$ cat src/rtl/mm_down_timer.sv
module mm_down_timer #(
  parameter int CNT_W    = 32,
  parameter int NARROW_W = 16
) (
  input  logic             clk,
  input  logic             rst_n,
  input  logic             tick_i,
  input  logic             run_i,
  input  logic             wide_i,
  input  logic [1:0]       mode_i,
  input  logic             load_we_i,
  input  logic [CNT_W-1:0] load_val_i,
  input  logic             irq_en_i,
  input  logic             irq_clr_i,
  output logic [CNT_W-1:0] count_o,
  output logic             irq_stat_o,
  output logic             irq_o
);
  localparam logic [CNT_W-1:0] FULL_MASK   = '1;
  localparam logic [CNT_W-1:0] NARROW_MASK = {{(CNT_W-NARROW_W){1'b0}}, {NARROW_W{1'b1}}};

  logic [CNT_W-1:0] cnt_q, load_q, cnt_d;
  logic             run_q, done_q, stat_q, done_d, hit;

  wire [CNT_W-1:0] mask    = wide_i ? FULL_MASK : NARROW_MASK;
  wire [CNT_W-1:0] cnt_m   = cnt_q & mask;
  wire [CNT_W-1:0] load_m  = load_q & mask;
  wire             is_per  = (mode_i == 2'b01);
  wire             is_one  = (mode_i == 2'b10);
  wire             start   = run_i & ~run_q;
  wire             step    = run_i & run_q & tick_i & ~done_q;
  wire [CNT_W-1:0] reload  = is_per ? load_m : mask;
  wire             le_one  = (cnt_m[CNT_W-1:1] == '0);

  always_comb begin
    cnt_d  = cnt_m;
    done_d = done_q;
    hit    = 1'b0;
    if (start) begin
      cnt_d  = (is_per | is_one) ? load_m : mask;
      done_d = 1'b0;
    end else if (step) begin
      if (is_one) begin
        if (le_one) begin
          cnt_d  = '0;
          done_d = 1'b1;
          hit    = 1'b1;
        end else begin
          cnt_d = cnt_m - 1'b1;
        end
      end else if (cnt_m == '0) begin
        cnt_d = reload;
        hit   = (reload == '0);
      end else begin
        cnt_d = cnt_m - 1'b1;
        hit   = (cnt_m == CNT_W'(1));
      end
    end
  end

  always_ff @(posedge clk or negedge rst_n) begin
    if (!rst_n) begin
      cnt_q  <= '0;
      load_q <= '0;
      run_q  <= 1'b0;
      done_q <= 1'b0;
      stat_q <= 1'b0;
    end else begin
      cnt_q  <= cnt_d;
      run_q  <= run_i;
      done_q <= done_d;
      stat_q <= hit | (stat_q & ~irq_clr_i);
      if (load_we_i) load_q <= load_val_i;
    end
  end

  assign count_o    = cnt_m;
  assign irq_stat_o = stat_q;
  assign irq_o      = stat_q & irq_en_i;
endmodule

$ cat config.mk
export PLATFORM = sky130hd
export DESIGN_NAME = mm_down_timer
export DESIGN_NICKNAME = d
export VERILOG_FILES = /design/src/rtl/mm_down_timer.sv
export SDC_FILE = /design/constraint.sdc
export NUM_CORES = 1
export LEC_CHECK = 0
export ABC_CLOCK_PERIOD_IN_PS = 2990
export BUFFER_PORTS_ARGS = -buffer_cell sky130_fd_sc_hd__buf_4
export CORE_ASPECT_RATIO = 0.5
export CORE_UTILIZATION = 45
export CTS_CLUSTER_SIZE = 10
export DETAILED_ROUTE_END_ITERATION = 6
export GPL_ROUTABILITY_DRIVEN = 0
export PLACE_DENSITY = 0.66
export SYNTH_ARGS = -nofsm -noshare
export SYNTH_HDL_FRONTEND = slang
export SYNTH_SLANG_ARGS = --single-unit
$ cat constraint.sdc
create_clock -name clk -period 2.99 [get_ports clk]
set_input_delay 0.4485 -clock clk [delete_from_list [all_inputs] [get_ports clk]]
set_output_delay 0.4485 -clock clk [all_outputs]
set_load 0.1 [all_outputs]
# ---- Word level (Yosys, flattened, before mapping)
# Index checks and enable logic that the tools add are counted.
dict set report classes {
  n_bitwise 13
  addsub 1
  n_reduce_logical 7
  n_mux 17
  n_eq_ne 3
}
# cell n
set ops {}
lappend ops {{$mux W32} 8}
lappend ops {{$and A32 B32 Y32} 2}
lappend ops {{$logic_not A32 Y1} 2}
lappend ops {{$eq A32 B1 Y1 const B} 1}
lappend ops {{$sub A32 B1 Y32 const B} 1}
lappend ops {{$logic_not A31 Y1} 1}
lappend ops {{$mux W1} 9}
lappend ops {{$and A1 B1 Y1} 6}
lappend ops {{$reduce_bool A2 Y1} 3}
lappend ops {{$not A1 Y1} 3}
lappend ops {{$reduce_and A3 Y1} 1}
lappend ops {{$eq A2 B1 Y1 const B} 1}
lappend ops {{$eq A2 B2 Y1 const B} 1}
lappend ops {{$or A1 B1 Y1} 2}
dict set report word_totals {
  output_inout_bits 34
  in_bits 42
  regBits 67
  elab_cells 46
}

# ---- Logic depth before layout (Yosys ltp)
dict set report logic_depth {
  word_depth 9
  depth_mapped 10
  mapped_depth_nobuf 8
}

# ---- Worst setup path before layout
# OpenSTA, ideal clock, no wires.
dict set report synth_timing {
  path_type {input to output}
  start {input wide_i}
  end {output count_o[24]}
  t_required_ps 2542
  stages 6
  t_arrival_ps 2458
  n_path_buf 5
  path_slack_ps 83
  path_cell_list {clkbuf_1 clkbuf_1 clkbuf_1 clkbuf_1 clkbuf_1 and2_1}
}
dict set report synth_via {
  elab_chain_len 2
}
# element line_no
set synth_lines {}
lappend synth_lines {{from (decl)} 9} ;# input logic wide_i,
lappend synth_lines {{$mux W32} 25} ;# wire [CNT_W-1:0] mask = wide_i ? FULL_MASK : NARROW_MASK;
lappend synth_lines {{$and A32 B32 Y32} 26} ;# wire [CNT_W-1:0] cnt_m = cnt_q & mask;
lappend synth_lines {{to (decl)} 15} ;# output logic [CNT_W-1:0] count_o,
# Every way passes these cells.

# ---- Worst setup path in the final report
dict set report layout_timing {
  start {register cnt_q[23]}
  end {register cnt_q[21]}
}
dict set report layout_via {
  elab_chain_len 6
  elab_cells_between_ends 8
  classes_between {5 x mux; 1 x bitwise; 2 x reduce/logical}
}
# element line_no
set layout_lines {}
lappend layout_lines {{from (decl)} 22} ;# logic [CNT_W-1:0] cnt_q, load_q, cnt_d;
lappend layout_lines {{from (signal assigned)} 69} ;# cnt_q <= cnt_d;
lappend layout_lines {{$and A32 B32 Y32 (*)} 26}
lappend layout_lines {{$logic_not A32 Y1 or $logic_not A31 Y1 (tied branches)} {51, 33}}
lappend layout_lines {{$mux W32 (on tied branches)} {51, 44}}
lappend layout_lines {{$mux W32 (*)} 43} ;# if (is_one) begin
lappend layout_lines {{$mux W32 (*)} 42} ;# end else if (step) begin
lappend layout_lines {{$mux W32 (*)} 39} ;# if (start) begin
lappend layout_lines {{net cnt_d[21]} 22}
# Mark *: on every way through the listed nets, which the timed path passes. The rest lies on a longest branch.
# A chain may end at the register's enable or synchronous reset.

==> out/results.tsv <==
metric	value	unit
DP HPWL	10.36	mm
PwrDens	580.0	nW/um^2
largest net degree at the start of global routing	68	
Sw Ratio	40.34	%
clock skew	0.006912	ns
io pins	76	
crit path kind	flip-flop to flip-flop	
FF-to-FF setup slack	0.21	ns
die height	73.93	um
crit share post-route	93.04	%
drt first-iter violations	461	
post-CTS sizing	0	
RSZ-0062 raised after global routing	false	
worst path required time	3.17	ns
Sink Count	67	
status	finished, final reports clean	
placed cells	713	
Clock Latency Late Sink	0.34	ns
Comb power frac	33.1	%
crit path time final	2.782	ns
vias in the first global route	4239	
DP Area	5325	um^2
Setup crit start kind	flip-flop	
Layout area overhead	20.16	%
cell count after synthesis	531	
leading area contributor after synthesis	dfrtp_1	
post-CTS setup buffer count	0	
H-tree depth	3	
Worst Max-Slew Pin Slew	1.098	ns
Worst Hold Class	primary input to asynchronous set/reset pin	
# hold bufs at CTS	0	
DR vias	4578	
Netlist cell types	65	
largest cells by area after synthesis	dfrtp_1, mux2_2, o21ai_0, nor3_1, clkbuf_1	
initial antenna violation count	0	
met2 wire length	6.351	mm
CTS Root Cell	clkbuf_16	
Clock Power Share	30.5	%
Total GRT Usage	28.55	%
number of flops mapped to enable cells by yosys	0	
Net Switching	1.309	mW
fin area	5594	um^2
CP Max Fanout	8	
CTS tree	built	
Setup-failing EPs final	0	
detailed-route wire length per cell	20.17	um
Initial DRT Pass Iterations	6	
top achievable clock speed	359.5	MHz
FF+latch count, synth	67	
max layer used	met4	
critical path endpoint category	flip-flop	
# rows	25	
Starting Density	47.86	%
Rel. slew slack	26.79	%
DRT met1 WL	6.543	mm
Yosys top cell area share	36.01	%
Post-synth top flop	dfrtp_1	
drt total wl	14.67	mm
wire length on met3	1.452	mm
via density per instance	6.297	
Ant. Diodes	0	
syn nets	577	
clock-pin slew on the worst setup and hold paths	0.05	ns
remaining global-route overflow	0	
sequential fraction of the synthesis area	36.01	%
Max Cap Viol	0	
final setup TNS	0	ns
share of cells above drive strength 1	27.36	%
post-detailed-route count of antenna-violating nets	0	
Layout Nets	635	
Port-buffer cells	75	
first-pass GRT wire length	23.43	mm
DR DRC count	0	
die area	10780	um^2
Syn Std Cell Area	4656	um^2
Syn. warnings	0	
Fin. Hold Viols	0	
CP Data Arrival Time	2.96	ns
FFs w/ async S/R, synth	100.0	%
CORE AREA	9728	um^2
clock tree buffer depth	2	
Finished Layout Cells	727	
Leakage	2.286	nW
Slew Viols, Final	0	
Int Pwr	1.936	mW
syn_area_per_cell	8.768	um^2
Final Total Pwr	3.245	mW
sequential power share	36.4	%
worst vdd ir	0.0002685	V
die width	145.8	um
total CTS buffers	9	
==> critical path, cell delays in order, from the launching register on <==
cell,delay [ns]
dfrtp_1,0.46
or4_1,0.64
o41a_1,0.51
o31ai_4,0.38
o21ai_0,0.24
a221oi_1,0.31
a221oi_1,0.08
==> flip-flops by register name (all words and copies together), names as in the netlist <==
name,cells
irq_stat_o,1
cnt_q,32
load_q,32
run_q,1
done_q,1
==> layer usage <==
metal / global-route usage, % / vias up
met5: 0 / -
met4: 11.58 / 0
met3: 7.826 / 32
met2: 42.64 / 248
met1: 39.50 / 2210
li1: - / 2088
==> layout make-up <==
class | count | area [um^2]
clock buffer | 12 | 256.5
inverter | 10 | 37.54
clock inverter | 2 | 12.51
multi-input combinational | 398 | 2669
sequential | 67 | 1677
fill | 904 | 4134
tap | 135 | 168.9
timing repair buffer | 103 | 773.2
==> metrics by stage <==
stage	hold WS (ns)	util, %	setup WS (ns)
floorplan	0.1529	-	0.08337
global placement	0.4924	54.74	0.3492
detailed placement	0.5056	54.74	0.2841
CTS	0.2409	57.50	0.2743
global route	0.2469	57.50	0.1053
finish	0.2391	57.50	0.2082
==> synthesized netlist by cell type (all sizes together), types with 8 or more instances <==
master	instances
a21oi	22
and2	17
buf	21
clkbuf	35
dfrtp	67
inv	10
mux2	33
nand2	28
nand3	25
nor2	29
nor3	27
nor4	15
o211ai	14
o21a	9
o21ai	54
o31ai	8
or4	8
xnor2	10
xor2	8
==> worst paths after layout <==
check | start | endpoint | cells after the start
setup / recovery | cnt_q[23]$_DFF_PN0_ | cnt_q[21]$_DFF_PN0_ | 6
hold / removal | rst_n | load_q[3]$_DFFE_PN0P_ | 1
setup reg to reg | cnt_q[23]$_DFF_PN0_ | cnt_q[21]$_DFF_PN0_ | 6
hold reg to reg | irq_stat_o$_DFF_PN0_ | irq_stat_o$_DFF_PN0_ | 1
max in group asynchronous | rst_n | load_q[20]$_DFFE_PN0P_ | 1
min in group clk | run_i | run_q$_DFF_PN0_ | 1
==> power by group through the flow <==
stage | Combinational [mW] | Clock (mW) | Sequential [mW]
floorplan | 0.881 | 0 | 1.12
global placement | 1.06 | 0 | 1.19
detailed placement | 1.06 | 0 | 1.19
CTS | 1.07 | 1.00 | 1.18
global route | 1.14 | 1.04 | 1.20
finish | 1.07 | 0.990 | 1.18
==> placed cells by master (no fill, tap or decap), types with 13 or more instances in the layout <==
cell,Yosys,final
nand2_1,28,28
a21oi_1,22,22
nor2_1,28,28
o211ai_1,14,14
o21ai_0,53,53
and2_1,17,17
nor3_1,27,27
mux2_2,33,33
buf_4,17,103
dfrtp_1,67,67
nor4_1,13,13
nand3_1,25,25
==> cell families (layout without fill, tap and decap cells) <==
logic type / after synthesis / in the layout / share of synthesized area (%)
AND/OR/NAND/NOR: 194 / 194 / 23.46
AO/OA/AOI/OAI: 149 / 149 / 21.37
flip-flops: 67 / 67 / 36.01
buffers and inverters: 66 / 127 / 6.719
multiplexers: 33 / 33 / 7.982
XOR/XNOR: 18 / 18 / 3.386
adder cells (fa/ha/maj): 4 / 4 / 1.075
(Power assumes the default switching activity.)
